[src/rtl/intc_pkg.sv]
package intc_pkg;
  localparam int DATA_W = 32;
  localparam int IDX_W  = $clog2(DATA_W);

  // word index = byte offset / 4; software depends on this order
  typedef enum logic [2:0] {
    REG_STS = 3'd0,
    REG_PND = 3'd1,
    REG_ENA = 3'd2,
    REG_ACK = 3'd3,
    REG_SET = 3'd4,
    REG_CLR = 3'd5,
    REG_VEC = 3'd6,
    REG_MST = 3'd7
  } reg_sel_e;
endpackage

[src/rtl/irq_capture.sv]
module irq_capture #(
  parameter int          N_IRQ     = 8,
  parameter logic [31:0] EDGE_MASK = 32'h0000_00F0
) (
  input  logic             clk,
  input  logic             rst_n,
  input  logic [N_IRQ-1:0] irq_in,
  input  logic [N_IRQ-1:0] ack,
  output logic [N_IRQ-1:0] sts
);
  logic [N_IRQ-1:0] hit;

  for (genvar gi = 0; gi < N_IRQ; gi++) begin : g_src
    if (EDGE_MASK[gi]) begin : g_edge
      logic prev_q;
      always_ff @(posedge clk or negedge rst_n) begin
        if (!rst_n) prev_q <= 1'b0;
        else        prev_q <= irq_in[gi];
      end
      assign hit[gi] = irq_in[gi] & ~prev_q;
    end else begin : g_level
      assign hit[gi] = irq_in[gi];
    end
  end

  // a fresh capture beats an acknowledge of the same bit
  always_ff @(posedge clk or negedge rst_n) begin
    if (!rst_n) sts <= '0;
    else        sts <= (sts & ~ack) | hit;
  end
endmodule

[src/rtl/irq_mask_regs.sv]
module irq_mask_regs
  import intc_pkg::*;
#(
  parameter int N_IRQ = 8
) (
  input  logic             clk,
  input  logic             rst_n,
  input  logic             wr_en,
  input  reg_sel_e         sel,
  input  logic [N_IRQ-1:0] wmask,
  input  logic [1:0]       mst_in,
  output logic [N_IRQ-1:0] ena,
  output logic [1:0]       mst
);
  always_ff @(posedge clk or negedge rst_n) begin
    if (!rst_n) begin
      ena <= '0;
      mst <= 2'b00;
    end else if (wr_en) begin
      case (sel)
        REG_ENA: ena <= wmask;
        REG_SET: ena <= ena | wmask;
        REG_CLR: ena <= ena & ~wmask;
        REG_MST: mst <= mst_in;
        default: ;
      endcase
    end
  end
endmodule

[src/rtl/irq_lowest.sv]
module irq_lowest
  import intc_pkg::*;
#(
  parameter int N_IRQ = 8
) (
  input  logic [N_IRQ-1:0] req,
  output logic             hit,
  output logic [IDX_W-1:0] idx
);
  always_comb begin
    hit = 1'b0;
    idx = '0;
    for (int i = N_IRQ - 1; i >= 0; i--) begin
      if (req[i]) begin
        hit = 1'b1;
        idx = IDX_W'(i);
      end
    end
  end
endmodule

[src/rtl/irq_ctrl.sv]
module irq_ctrl
  import intc_pkg::*;
#(
  parameter int          N_IRQ     = 8,
  parameter logic [31:0] EDGE_MASK = 32'h0000_00F0
) (
  input  logic              clk,
  input  logic              rst_n,
  input  logic [N_IRQ-1:0]  irq_in,
  input  logic              wr_en,
  input  logic              rd_en,
  input  logic [2:0]        addr,
  input  logic [DATA_W-1:0] wdata,
  output logic [DATA_W-1:0] rdata,
  output logic              irq_out
);
  reg_sel_e         sel;
  logic [N_IRQ-1:0] wmask;
  logic [N_IRQ-1:0] ack_vec;
  logic [N_IRQ-1:0] sts_q;
  logic [N_IRQ-1:0] ena_q;
  logic [N_IRQ-1:0] pend;
  logic [1:0]       mst_q;
  logic             any_pend;
  logic [IDX_W-1:0] low_idx;
  logic             unused_wdata;

  assign sel          = reg_sel_e'(addr);
  assign wmask        = wdata[N_IRQ-1:0];
  assign ack_vec      = (wr_en && sel == REG_ACK) ? wmask : '0;
  assign unused_wdata = ^wdata;

  irq_capture #(.N_IRQ(N_IRQ), .EDGE_MASK(EDGE_MASK)) u_cap (
    .clk(clk), .rst_n(rst_n), .irq_in(irq_in), .ack(ack_vec), .sts(sts_q)
  );

  irq_mask_regs #(.N_IRQ(N_IRQ)) u_regs (
    .clk(clk), .rst_n(rst_n), .wr_en(wr_en), .sel(sel), .wmask(wmask),
    .mst_in(wdata[1:0]), .ena(ena_q), .mst(mst_q)
  );

  assign pend = sts_q & ena_q;

  irq_lowest #(.N_IRQ(N_IRQ)) u_low (
    .req(pend), .hit(any_pend), .idx(low_idx)
  );

  assign irq_out = (mst_q == 2'b11) && any_pend;

  always_comb begin
    rdata = '0;
    if (rd_en) begin
      case (sel)
        REG_STS: rdata[N_IRQ-1:0] = sts_q;
        REG_PND: rdata[N_IRQ-1:0] = pend;
        REG_ENA: rdata[N_IRQ-1:0] = ena_q;
        REG_VEC: rdata = any_pend ? DATA_W'(low_idx) : '1;
        REG_MST: rdata[1:0] = mst_q;
        default: rdata = '0;
      endcase
    end
  end
endmodule

[config.mk]
export PLATFORM = sky130hd
export DESIGN_NAME = irq_ctrl
export DESIGN_NICKNAME = d
export VERILOG_FILES = /design/src/rtl/intc_pkg.sv /design/src/rtl/irq_capture.sv /design/src/rtl/irq_mask_regs.sv /design/src/rtl/irq_lowest.sv /design/src/rtl/irq_ctrl.sv
export SDC_FILE = /design/constraint.sdc
export NUM_CORES = 1
export LEC_CHECK = 0
export BUFFER_PORTS_ARGS = -buffer_cell sky130_fd_sc_hd__buf_2
export CAP_MARGIN = 10
export CORE_AREA = 5 5 81 65
export DETAILED_ROUTE_END_ITERATION = 10
export DIE_AREA = 0 0 86 70
export PLACE_DENSITY = 0.75
export SETUP_SLACK_MARGIN = 0.5
export SYNTH_ARGS = -nofsm -noshare
export SYNTH_HDL_FRONTEND = slang
export SYNTH_HIERARCHICAL = 1
export SYNTH_SLANG_ARGS = --single-unit
[constraint.sdc]
create_clock -name clk -period 3.6 [get_ports clk]
set_clock_uncertainty 0.2 [all_clocks]
set_input_delay 0.18 -clock clk [delete_from_list [all_inputs] [get_ports clk]]
set_output_delay 0.18 -clock clk [all_outputs]
set_load 0.03 [all_outputs]
==> impl_metrics.ini <==
[outcome]
run_status = complete, no violations

[clocking]
cts.hold.buffers_added = 9
cts-buffers-inserted = 3
post_cts.resized_instances = 0
clock-root-buffer = clkbuf_8
cts_post_setup_buffers_inserted = 0
clock_sink_count = 22
cts_tree = yes
cts-htree-levels = 1
clock_pin_slew_on_the_worst_setup_and_hold_paths_ns = 0.08
clock_latency_ns = 0.26
max-clock-path-buffers = 2

[critical_path]
cp_cell_sequence = and2_1 -> nor4_1 -> nand2_1 -> inv_1 -> nand3_1 -> nor2_1 -> buf_4 -> buf_2
r2r_setup_slack_ns = 2.26
worstSetupStartpoint = u_regs/ena[5]$_DFFE_PN0P_
crit_required_ns = 3.22
crit_start_category = flip-flop
largest_stage_delay_on_the_critical_path_ns = 0.44
setup.worst_path.class = flip-flop to output port
cpLargestDelayFamily = simple AND/OR/NAND/NOR gates
critPathMaxFanout = 24
worst_endpoint_data_arrival_time_ns = 2.27
cpMaxStageDelayCell = dfrtp_1
cp-end-kind = output port
r2r-start = u_regs/ena[4]$_DFFE_PN0P_
path_buf_inv = 3

[route]
wirelength_mm = 4.42
vias = 1678
drt.antenna.violating_nets = 0
routed_wire_length_per_instance_um = 14.2
dr.pass1.iters = 4
post-route-drc-count = 0
count_of_routing_violations_after_the_opening_detailed_route_iteration = 91
vias_per_cell = 5.40

[yosys]
cells_taking_the_most_area_after_synthesis = dfrtp_1, buf_4, o22ai_2
post_synth_inst_count = 221
synth_enable_flop_cells = 0
yosysWarnings = 6
synth_area_per_cell_um2 = 8.58
async_flop_share_pct = 100
synth-adder-area-share_pct = 0
synth.ff_latch_count = 22
synth_simple_gate_area_share_pct = 25.9
synth_seq_area_share_pct = 29.0
post-synth-top-area-cell = dfrtp_1
most_frequent_cell_after_synthesis = buf_4
dominant_combinational_cell_family_by_area_after_synthesis = simple AND/OR/NAND/NOR gates
synthTopCellsByCount = buf_4, a21oi_1, dfrtp_1, and2_1, inv_1
synth_top_area_share_pct = 29.0
compound_gate_fraction_of_synth_area_pct = 25.4
mappedNetlistArea_um2 = 1900
synthMuxAreaShare_pct = 1.78
synth_cell_type_count = 38
dominantRegCellSynth = dfrtp_1
xor_and_xnor_area_share_after_synthesis_pct = 0

[die]
chipHeight_um = 70
horiz_die_dim_um = 86
initial_core_util_pct = 43.7
design.core.area_um2 = 4340
design.die.area_um2 = 6020
io_pins = 80
num_rows = 21

[timing]
timing.slew.headroom_pct = 54.9
setup-violations-final = 0
grt_setup_unrepaired = false
finalSetupTns_ns = 0
tightest_slew_ns = 0.677
post-route-min-period_ns = 2.65
maxClockFrequency_mhz = 377
finalHoldViolations = 0
post-route-period-util_pct = 73.7
maxSlewViolCount = 0
layout_setup_ws_ns = 0.946

[global_route]
global_route.usage.total_pct = 14.4
grt_remaining_overflow = 0
via_count_of_the_first_global_routing_pass = 1488
grt_start_max_net_pins = 39
grt_antenna_before_repair = 0
globalRouteMet2Util_pct = 21.3
grt.met3_usage_pct = 2.12
globalRouteMet1Util_pct = 22.5
grt-busiest-layer = met1
grt_first_pass_wirelength_mm = 7.34

[placement]
pre_cts_ws_ns = 1.19
dpl.hpwl_mm = 3.24
gpl.final_weighted_congestion = 0.811
port-buffer-count = 55
placed_cells = 298

[layout]
synthToLayoutAreaGrowth_pct = 12.1
n_diodes = 0
layout.filler_cells = 425
layout-drive-gt1-share_pct = 35.0
final_net_count = 302
final_util_pct = 49.0
multi_input_area_um2 = 1010
seq_area_um2 = 551
instances_no_fill = 311

[min_path]
hp-start = wdata[1]
classification_of_the_worst_slack_hold_path = input port to flip-flop

[pwr]
post-layout-total-power_mw = 0.693
total_leakage_power_nw = 1.01
vdd_drop_max_mv = 0.189
powerDensity_nw_per_um2 = 326

[flow_run]
cap_viol_max_count = 0
per-layer routing:
metal	up-vias	routed length, µm
met3	2	388
met2	69	1860
met1	786	2150
li1	821	-
met5	-	0
met4	0	15
flip-flops by register name (all words and copies together) (netlist names):
signal	count
u_cap/sts	8
u_regs/mst	2
u_regs/ena	8
u_cap/g_src.g_edge.prev_q	4
cell families after synthesis:
logic type | count (synthesis)
simple gates | 77
compound gates | 65
buf+inv | 53
flops | 22
mux | 3
other cells | 1
final cells by class:
class                      instances  share of cell area (%)
tap                               57                    3.35
multi-input combinational        147                    47.7
clock buffer                       4                    2.59
sequential                        22                    25.9
inverter                          16                    2.94
timing repair buffer              65                    17.5
layout by cell type (no fill, tap or decap), drive strengths merged, types with 6 or more instances in the layout:
| cell | count |
|---|---|
| a21oi | 23 |
| inv | 16 |
| and2 | 16 |
| dfrtp | 22 |
| nand3 | 6 |
| nand2 | 8 |
| o21ai | 6 |
| nor2b | 7 |
| buf | 56 |
| a21o | 7 |
| or2 | 8 |
| nand4 | 10 |
| o22ai | 12 |
| a211oi | 11 |
| nand2b | 9 |
| dlygate4sd3 | 9 |
power by group:
part           internal [mW]  switching (mW)  leakage, nW  total [mW]
clock network         0.0974          0.0815       0.0288       0.179
registers              0.267          0.0232        0.250       0.290
logic                 0.0953           0.129        0.727       0.224
total                  0.459           0.233         1.01       0.693
per-stage QoR:
step	cell area, µm²	hold slack (ns)
after CTS	2130	0.0230
after global placement	1980	-0.0247
after detailed placement	1980	-0.0206
after floorplan	1900	-0.316
final	2130	0.0252
after global routing	2130	0.0270
path summary, 6_finish.rpt:
check / endpoint / cells past startpoint
max: rdata[11] / 8
min: u_regs/mst[1]$_DFFE_PN0P_ / 2
min reg2reg: u_cap/sts[6]$_DFF_PN0_ / 1
min in group asynchronous: u_regs/ena[3]$_DFFE_PN0P_ / 2
max reg2reg: u_regs/ena[4]$_DFFE_PN0P_ / 3
max in group asynchronous: u_regs/ena[7]$_DFFE_PN0P_ / 2
No activity file was read; power rests on OpenSTA's default activity.
